File: src/rtl/ptw_pkg.sv
package ptw_pkg;
  typedef enum logic [1:0] {GR_4K = 2'd0, GR_16K = 2'd1, GR_64K = 2'd2, GR_BAD = 2'd3} gran_e;
  typedef enum logic [1:0] {ST_IDLE, ST_ISSUE, ST_WAIT, ST_FIN} state_e;
  typedef enum logic [1:0] {DK_FAULT, DK_TABLE, DK_LEAF} dkind_e;

  localparam logic [7:0] FLT_NONE = 8'h00;
  localparam logic [7:0] FLT_WALK = 8'h01;
  localparam int         DESC_W   = 64;
  localparam int         VA_W     = 64;
  localparam int         TTB_LSB_W = 48;

  function automatic logic [5:0] page_shift(input logic [1:0] gc);
    return 6'd12 + {3'b000, gc, 1'b0};
  endfunction

  function automatic logic [5:0] lvl_shift(input logic [1:0] gc, input logic [1:0] lvl);
    logic [5:0] g;
    logic [7:0] t;
    g = page_shift(gc);
    t = 8'(2'd3 - lvl) * 8'(g - 6'd3);
    return g + t[5:0];
  endfunction
endpackage

File: src/rtl/ptw_cfg_decode.sv
module ptw_cfg_decode
  import ptw_pkg::*;
(
  input  logic [1:0]      gran,
  input  logic [5:0]      tsz,
  input  logic [VA_W-1:0] va,
  output logic [1:0]      start_lvl,
  output logic            cfg_bad,
  output logic            va_over
);
  logic [5:0] g;
  logic [6:0] stride;
  logic [6:0] span;
  logic [6:0] quot;

  always_comb begin
    g      = page_shift(gran);
    stride = 7'(g - 6'd3);
    span   = (tsz > 6'd60) ? 7'd0 : (7'd60 - {1'b0, tsz});
    quot   = span / stride;
    cfg_bad   = (gran == GR_BAD) || (quot == 7'd0);
    start_lvl = (quot >= 7'd4) ? 2'd0 : 2'(3'd4 - quot[2:0]);
    va_over   = (tsz != 6'd0) && ((va >> (7'd64 - {1'b0, tsz})) != '0);
  end
endmodule

File: src/rtl/ptw_desc_decode.sv
module ptw_desc_decode
  import ptw_pkg::*;
#(
  parameter int ADDR_W = 48
) (
  input  logic [DESC_W-1:0] desc,
  input  logic [1:0]        lvl,
  input  logic [1:0]        gran,
  input  logic [VA_W-1:0]   va,
  output dkind_e            kind,
  output logic [ADDR_W-1:0] next_base,
  output logic [ADDR_W-1:0] leaf_addr,
  output logic [ADDR_W-1:0] page_mask
);
  localparam logic [63:0] OA_FIELD = 64'h0000_7FFF_FFFF_FFFF;

  logic [5:0]  g;
  logic [5:0]  sh;
  logic [63:0] field;
  logic [63:0] gmask;
  logic [63:0] lmask;
  logic        block_ok;

  always_comb begin
    g        = page_shift(gran);
    sh       = lvl_shift(gran, lvl);
    field    = desc & OA_FIELD;
    gmask    = (64'd1 << g) - 64'd1;
    block_ok = (gran == GR_4K) ? (lvl == 2'd1 || lvl == 2'd2) : (lvl == 2'd2);
    lmask    = gmask;
    kind     = DK_FAULT;
    if (desc[0]) begin
      if (lvl == 2'd3) begin
        kind = desc[1] ? DK_LEAF : DK_FAULT;
      end else if (desc[1]) begin
        kind = DK_TABLE;
      end else if (block_ok) begin
        kind  = DK_LEAF;
        lmask = (64'd1 << sh) - 64'd1;
      end
    end
    leaf_addr = ADDR_W'((field & ~lmask) | (va & lmask));
    next_base = ADDR_W'(field & ~gmask);
    page_mask = ADDR_W'(gmask);
  end
endmodule

File: src/rtl/ptw_walker.sv
module ptw_walker
  import ptw_pkg::*;
#(
  parameter int ADDR_W = 48
) (
  input  logic              clk,
  input  logic              rst_n,
  input  logic [63:0]       cfg_ttb,
  input  logic [5:0]        cfg_tsz,
  input  logic [1:0]        cfg_gran,
  input  logic              cfg_bypass,
  input  logic              cfg_disable,
  input  logic              req_valid,
  output logic              req_ready,
  input  logic [63:0]       req_va,
  output logic              mem_req_valid,
  input  logic              mem_req_ready,
  output logic [ADDR_W-1:0] mem_req_addr,
  input  logic              mem_rsp_valid,
  input  logic [63:0]       mem_rsp_data,
  input  logic              mem_rsp_err,
  output logic              done,
  output logic [ADDR_W-1:0] res_addr,
  output logic [ADDR_W-1:0] res_mask,
  output logic [7:0]        res_fault
);
  state_e            st;
  logic [VA_W-1:0]   va_q;
  logic [1:0]        gran_q;
  logic [1:0]        lvl_q;
  logic [ADDR_W-1:0] base_q;

  logic [1:0]        start_lvl;
  logic              cfg_bad;
  logic              va_over;
  dkind_e            kind;
  logic [ADDR_W-1:0] next_base;
  logic [ADDR_W-1:0] leaf_addr;
  logic [ADDR_W-1:0] page_mask;

  ptw_cfg_decode u_cfg (
    .gran      (cfg_gran),
    .tsz       (cfg_tsz),
    .va        (req_va),
    .start_lvl (start_lvl),
    .cfg_bad   (cfg_bad),
    .va_over   (va_over)
  );

  ptw_desc_decode #(.ADDR_W(ADDR_W)) u_desc (
    .desc      (mem_rsp_data),
    .lvl       (lvl_q),
    .gran      (gran_q),
    .va        (va_q),
    .kind      (kind),
    .next_base (next_base),
    .leaf_addr (leaf_addr),
    .page_mask (page_mask)
  );

  // Descriptor address for the current level
  logic [5:0]  cur_sh;
  logic [5:0]  cur_g;
  logic [63:0] idx;
  always_comb begin
    cur_sh       = lvl_shift(gran_q, lvl_q);
    cur_g        = page_shift(gran_q);
    idx          = (va_q >> cur_sh) & ((64'd1 << (cur_g - 6'd3)) - 64'd1);
    mem_req_addr = base_q + ADDR_W'(idx << 3);
  end

  assign req_ready     = (st == ST_IDLE);
  assign mem_req_valid = (st == ST_ISSUE);
  assign done          = (st == ST_FIN);

  always_ff @(posedge clk or negedge rst_n) begin
    if (!rst_n) begin
      st        <= ST_IDLE;
      va_q      <= '0;
      gran_q    <= '0;
      lvl_q     <= '0;
      base_q    <= '0;
      res_addr  <= '0;
      res_mask  <= '0;
      res_fault <= FLT_NONE;
    end else begin
      case (st)
        ST_IDLE: if (req_valid) begin
          va_q   <= req_va;
          gran_q <= cfg_gran;
          st     <= ST_FIN;
          if (cfg_bypass || cfg_disable) begin
            res_addr  <= req_va[ADDR_W-1:0];
            res_mask  <= '0;
            res_fault <= FLT_NONE;
          end else if (cfg_bad || va_over) begin
            res_addr  <= '0;
            res_mask  <= '0;
            res_fault <= FLT_WALK;
          end else begin
            base_q <= ADDR_W'(cfg_ttb[TTB_LSB_W-1:0]);
            lvl_q  <= start_lvl;
            st     <= ST_ISSUE;
          end
        end
        ST_ISSUE: if (mem_req_ready) st <= ST_WAIT;
        ST_WAIT: if (mem_rsp_valid) begin
          if (!mem_rsp_err && kind == DK_TABLE) begin
            base_q <= next_base;
            lvl_q  <= lvl_q + 2'd1;
            st     <= ST_ISSUE;
          end else if (!mem_rsp_err && kind == DK_LEAF) begin
            res_addr  <= leaf_addr;
            res_mask  <= page_mask;
            res_fault <= FLT_NONE;
            st        <= ST_FIN;
          end else begin
            res_addr  <= '0;
            res_mask  <= '0;
            res_fault <= FLT_WALK;
            st        <= ST_FIN;
          end
        end
        default: st <= ST_IDLE;
      endcase
    end
  end

  // one read in flight, held request, single-cycle done
  a_r12_single_outstanding: assert property (@(posedge clk) disable iff (!rst_n)
    (mem_req_valid && mem_req_ready) |=> !mem_req_valid);
  a_r12_hold_stalled_req: assert property (@(posedge clk) disable iff (!rst_n)
    (mem_req_valid && !mem_req_ready) |=> (mem_req_valid && $stable(mem_req_addr)));
  a_r12_done_pulse: assert property (@(posedge clk) disable iff (!rst_n)
    done |=> !done);
  a_r12_busy_after_accept: assert property (@(posedge clk) disable iff (!rst_n)
    (req_valid && req_ready) |=> !req_ready);
  // descriptor reads are 8-byte aligned
  a_r2_aligned_read: assert property (@(posedge clk) disable iff (!rst_n)
    mem_req_valid |-> (mem_req_addr[2:0] == 3'b000));
  // bypass or disable never reads memory
  a_r10_bypass_no_read: assert property (@(posedge clk) disable iff (!rst_n)
    (req_valid && req_ready && (cfg_bypass || cfg_disable)) |=> (!mem_req_valid && done));
  // out-of-range input never reads memory
  a_r9_range_no_read: assert property (@(posedge clk) disable iff (!rst_n)
    (req_valid && req_ready && !cfg_bypass && !cfg_disable && va_over) |=>
      (!mem_req_valid && res_fault == FLT_WALK));
endmodule

File: config.mk
export PLATFORM = sky130hd
export DESIGN_NAME = ptw_walker
export DESIGN_NICKNAME = d
export VERILOG_FILES = /design/src/rtl/ptw_pkg.sv /design/src/rtl/ptw_cfg_decode.sv /design/src/rtl/ptw_desc_decode.sv /design/src/rtl/ptw_walker.sv
export SDC_FILE = /design/constraint.sdc
export NUM_CORES = 1
export LEC_CHECK = 0
export CAP_MARGIN = 30
export CORE_AREA = 2 2 232 188
export CTS_CLUSTER_SIZE = 24
export DETAILED_ROUTE_END_ITERATION = 8
export DIE_AREA = 0 0 234 190
export MAX_ROUTING_LAYER = met4
export PLACE_DENSITY = 0.88
export SKIP_CTS_REPAIR_TIMING = 1
export SLEW_MARGIN = 20
export SYNTH_ARGS = -nofsm -noshare
export SYNTH_HDL_FRONTEND = slang
export SYNTH_HIERARCHICAL = 1
export SYNTH_SLANG_ARGS = --single-unit
File: constraint.sdc
create_clock -name clk -period 7.89 [get_ports clk]
set_input_delay 0.789 -clock clk [delete_from_list [all_inputs] [get_ports clk]]
set_output_delay 0.789 -clock clk [all_outputs]
set_load 0.1 [all_outputs]
# Word-level counts from Yosys, hierarchy flattened
# Index checks and enable logic that the tools add are counted.
# classes
n_addsub,15
multipliers,1
div,1
n_lt_le_gt_ge,2
n_eq_ne,17
n_shift,5
muxes,51
n_bitwise,7
n_reduce_logical,18
# ops
operator,n
48-bit 2-to-1 mux,20
48-bit one-hot mux with 2 select lines,3
47-bit by 48-bit AND with 48-bit output,2
48-bit inverter,2
48-bit by 1-bit subtractor with 48-bit output (second input constant),2
64-bit nonzero test,1
64-bit by 6-bit right shift with 45-bit output,1
64-bit by 7-bit right shift with 64-bit output,1
48-bit adder,1
48-bit AND,1
48-bit OR,1
1-bit by 5-bit left shift with 48-bit output (first input constant),1
1-bit by 6-bit left shift with 48-bit output (first input constant),1
45-bit AND,1
1-bit by 6-bit left shift with 45-bit output (first input constant),1
45-bit by 1-bit subtractor with 45-bit output (second input constant),1
8-bit 2-to-1 mux,5
2-bit 2-to-1 mux,17
8-bit one-hot mux with 2 select lines,1
6-bit by 2-bit subtractor with 7-bit output (second input constant),2
2-bit == test (second input constant),6
2-bit inequality test (second input constant),6
4-bit by 3-bit adder with 5-bit output (first input constant),2
8-bit by 8-bit multiplier with 6-bit output,1
28 further kinds,37
# word_totals
reg_bits,222
in_bits,208
out_inout_bits,155

# Longest topological paths before layout
# logic_depth
ltp_word,17
depth_mapped,42

# Hierarchy
# Netlist, hierarchy kept.
# by_module_without_submodules
module,n_inst,cells_each,area_per_inst_um2,seq_area_each_um2
ptw_walker,1,1621,15138.3,5380.2
ptw_cfg_decode,1,395,2946.6,0.0
ptw_desc_decode,1,420,2800.2,0.0

# Least setup slack after synthesis
# Ideal clock, no wire load.
# synth_path
path_type,reg-to-output
start,register lvl_q[0]
end,output port mem_req_addr[43]
arrival_time_ns,7.713
setup_slack_ns,-0.612
path_stages_with_launch,30
n_path_buf,8
cell_sequence,dfrtp_1 buf_6 buf_4 buf_4 buf_2 nor2_1 ha_1 fa_1 ha_1 inv_1 fa_1 buf_2 buf_2 buf_1 clkbuf_1 nor2_1 a21oi_1 a21oi_1 o21ai_0 ha_1 inv_1 fa_1 nor2b_1 o31a_1 o21ai_0 a21oi_1 o211ai_2 nand2_1 nor4_1 nor3_1
# synth_between
elab_chain_cells,6
# synth_rtl
element,line,rtl
"start, declared",ptw_walker.sv:30,logic [1:0] lvl_q;
"start signal, assigned",ptw_walker.sv:102,lvl_q <= start_lvl;
"start signal, assigned",ptw_walker.sv:110,lvl_q <= lvl_q + 2'd1;
2-bit by 2-bit subtractor with 3-bit output,ptw_pkg.sv:20,t = 8'(2'd3 - lvl) * 8'(g - 6'd3);
8-bit by 8-bit multiplier with 6-bit output,n/a,
6-bit adder,n/a,
64-bit by 6-bit right shift with 45-bit output,ptw_walker.sv:68,idx = (va_q >> cur_sh) & ((64'd1 << (cur_g - 6'd3)) - 64'd1);
45-bit AND,ptw_walker.sv:68,
48-bit adder,ptw_walker.sv:69,mem_req_addr = base_q + ADDR_W'(idx << 3);
"end, declared",ptw_walker.sv:18,"output logic [ADDR_W-1:0] mem_req_addr,"
# No other way between the ends.

# Final worst setup path
# layout_path
start,register gran_q[1]
end,output port mem_req_addr[36]
# layout_between
elab_chain_cells,7
elab_cells_between_ends,10
# layout_rtl
element,line,rtl
"start, declared",ptw_walker.sv:29,logic [1:0] gran_q;
"start signal, assigned",ptw_walker.sv:90,gran_q <= cfg_gran;
4-bit by 3-bit adder with 5-bit output *,ptw_pkg.sv:13,"return 6'd12 + {3'b000, gc, 1'b0};"
6-bit by 2-bit subtractor with 7-bit output,n/a,
8-bit by 8-bit multiplier with 6-bit output,n/a,
6-bit adder,n/a,
64-bit by 6-bit right shift with 45-bit output,ptw_walker.sv:68,
45-bit AND *,ptw_walker.sv:68,
48-bit adder *,ptw_walker.sv:69,
# Every way passes the cells marked *; elsewhere a longest branch is shown, timed or not.

==> out/qor.csv <==
stage,metric,value,unit
route,vias,21300,
clock_tree,root_buffer,clkbuf_16,
power,powerDensity,457,mW/mm^2
critical_path,crit_path_end_kind,output pin,
yosys,ys_seq_area_share,25.8,%
placement,dp_hpwl,62.4,mm
yosys,synth_top_area_share,25.8,%
floorplan,fp.coreArea,0.0425,sq mm
route,viasPerCell,6.54,
yosys,synth_warnings,6,
yosys,ys_top_cells_by_area,"dfrtp_1 (26%), mux2_2 (7.3%), nand2_1 (5.7%), mux4_2 (5.2%), mux2i_1 (4.8%)",
global_routing,grt_pass1_vias,19800,
min_path,hold_path_class,in2async,
global_routing,use_met3,8.66,%
layout,finalNonFillerCells,3258,
critical_path,cp-startpoint,gran_q[1],
timing,worst_slew_pin_slew,1.07,ns
critical_path,required,7.10,ns
layout,drive_gt1_share,17.1,%
route,ant_nets,0,
placement,io_buffers,322,
timing,fin_crit,7.71,ns
critical_path,path_class,reg2out,
yosys,ys_ff_latch,215,
yosys,synth_edf_count,0,
yosys,ys_types,103,
clock_tree,cts.htree.levels,1,
route,wl_per_cell,25.4,um
clock_tree,cts_buffer_depth,3,
placement,numPlacedInstances,3199,
global_routing,grt_first_pass_wirelength,121,mm
route,drt_iter0_drc,2818,
floorplan,num_io_pins,363,
power,leakagePower,11.3,nW
timing,hold_violations,0,
floorplan,rows,68,
critical_path,reg2reg_to,res_addr[26],
clock_tree,clk_pin_slew,0.06,ns
critical_path,reg2reg_slack,1.59,ns
critical_path,startpoint_type,flop,
critical_path,path_max_fanout,16,
global_routing,grt_antenna_before_repair,2,
timing,slew-limit-headroom,28.6,%
yosys,netlist_instances,2436,
timing,max_freq,130,MHz
floorplan,die-area,0.0445,sq mm
clock_tree,clk_latency,0.58,ns
global_routing,grt.met2_usage,52.6,%
yosys,synth_top_cell_by_area,dfrtp_1,
power,ir_drop,0.545,mV
timing,whs,0.230,ns
route,drc,0,
timing,finalSetupTns,0,ns
global_routing,top_usage_layer,met2,
global_routing,use_met1,49.8,%
job,maxCapViolations,0,
clock_tree,cts_tree,yes,
timing,fin_crit_sh,97.7,%
clock_tree,cts_buffers,24,
route,firstDrtPassIters,8,
layout,final_util,62.0,%
yosys,yosys_most_used_dff,dfrtp_1,
global_routing,grt_overflow,0,
timing,finalSetupViolCount,0,
timing,fin_skew,0.0351,ns
critical_path,rr_worst_depth,21,
yosys,syn_area,0.0209,sq mm
clock_tree,clock_sinks,215,
route,wl,82.7,mm
critical_path,critPathArrivalTime,6.92,ns
placement,gp_congestion,0.993,
yosys,async_flop_share,100,%
global_routing,grt_usage,36.6,%
floorplan,start_util,49.2,%
timing,final_max_slew_viol_count,0,
floorplan,die_h,190,um
global_routing,grt_max_degree,80,
outcome,status,"finished, final reports clean",
critical_path,r2r-start,gran_q[1],
layout,area_delta_synth_final,26.0,%
yosys,syn_avg_cell_area,8.57,sq um
floorplan,fp.dieW,234,um
layout,layout.nets,2972,
==> power breakdown <==
| group | leakage, nW | switching (mW) | internal, mW |
|---|---|---|---|
| Clock | 0.378 | 0.491 | 0.655 |
| Combinational | 8.13 | 5.89 | 3.08 |
| Sequential | 2.78 | 0.458 | 1.46 |
| Total | 11.3 | 6.84 | 5.19 |
==> cells by family after synthesis <==
family	count (synthesis)	synth area share, %
AND/OR/NAND/NOR	751	16.6
AO/OA/AOI/OAI	688	22.2
buffers and inverters	327	7.82
multiplexers	302	19.4
flip-flops	215	25.8
adder cells (fa/ha/maj)	84	5.32
XOR/XNOR	66	2.84
other	3	0.0539
==> critical path, stage by stage, from the launching register on <==
cell	delay (ns)
dfrtp_1	0.35
clkinv_1	0.18
nor2_1	0.31
ha_1	0.32
fa_1	0.57
inv_1	0.08
fa_2	0.62
buf_12	0.17
buf_4	0.17
mux2i_1	0.21
nand2_1	0.08
o21ai_1	0.21
o22ai_1	0.16
nand2_1	0.09
o21ai_0	0.21
ha_1	0.48
and3_1	0.27
nor3b_1	0.22
o2111ai_1	0.16
nand4b_1	0.31
a31oi_2	0.23
buf_4	0.19
o21ai_0	0.13
o21ai_0	0.13
xnor2_1	0.27
buf_12	0.22
==> layout make-up <==
type                            count  area [sq um]
Antenna cell                        1          2.50
Clock buffer                       38           713
Clock inverter                      5          80.1
Fill cell                        3434         16100
Inverter                           45           169
Multi-Input combinational cell   1958         14400
Sequential cell                   215          5380
Tap cell                          560           701
Timing Repair Buffer              436          4850
==> through the flow <==
| step | worst slack [ns] | power (mW) | area, sq um |
|---|---|---|---|
| after global routing | -0.0887 | 12.5 | 26300 |
| after floorplan | -0.000344 | 7.91 | 21200 |
| after global placement | -0.242 | 10.3 | 24900 |
| final | 0.184 | 12.0 | 26300 |
| after CTS | -0.201 | 11.7 | 25900 |
| after detailed placement | -0.462 | 10.5 | 25100 |
==> sequential cells by signal, summed over array words and instances, names as in the netlist <==
name       flops
res_mask      48
res_fault      1
lvl_q          2
st             2
res_addr      48
base_q        48
gran_q         2
va_q          64
==> cells in the final DEF (no fill, tap or decap), drive strengths merged, types with 9 or more instances in the layout <==
cell | netlist | final
inv | 44 | 44
nor3 | 40 | 40
a211o | 12 | 12
nand4 | 29 | 29
xor2 | 21 | 21
clkdlybuf4s50 | 0 | 275
a31oi | 77 | 77
a21o | 42 | 42
o21a | 16 | 16
ha | 76 | 76
conb | 3 | 67
nor2 | 176 | 176
and2 | 26 | 26
clkbuf | 145 | 41
dfrtp | 215 | 215
nand3 | 35 | 35
nor4 | 18 | 18
mux2i | 100 | 100
mux4 | 63 | 63
mux2 | 139 | 139
nand2b | 15 | 15
o31ai | 9 | 9
a21oi | 114 | 114
nand2 | 318 | 318
o21ai | 165 | 165
nor2b | 38 | 38
a22oi | 55 | 55
a22o | 50 | 50
xnor2 | 45 | 45
buf | 137 | 158
a211oi | 41 | 41
o211ai | 25 | 25
==> worst max path at each step <==
stage | to | slack [ns] | depth (start not counted)
2_1_floorplan | mem_req_addr[34] | -0.0003 | 27
3_3_place_gp | lvl_q[1] | -0.24 | 41
3_5_place_dp | lvl_q[1] | -0.46 | 41
4_1_cts | mem_req_addr[45] | -0.20 | 25
5_1_grt | lvl_q[1] | -0.09 | 42
6_report | mem_req_addr[36] | 0.18 | 25
==> layer usage <==
layer / wire length (um) / share of wire [%]
met5: 0 / 0
met4: 3770 / 4.6
met3: 9610 / 12
met2: 35500 / 43
met1: 33800 / 41
==> Yosys cell counts (24+ instances only) <==
cell type and count:
nor3_1 39, mux2i_1 100, and2_1 26, xnor2_1 44, a21oi_1 113, o21ai_0 150, buf_2 41, nand2_1 318
a31oi_1 76, ha_1 76, mux4_2 48, nand4_1 29, a211oi_1 39, nor2_1 174, a22oi_1 55, buf_4 67
a21o_1 42, clkbuf_1 142, dfrtp_1 215, nor2b_1 38, o211ai_1 24, mux2_2 135, inv_1 43, a22o_1 50
nand3_1 35
Power figures use the tool's default switching activity.
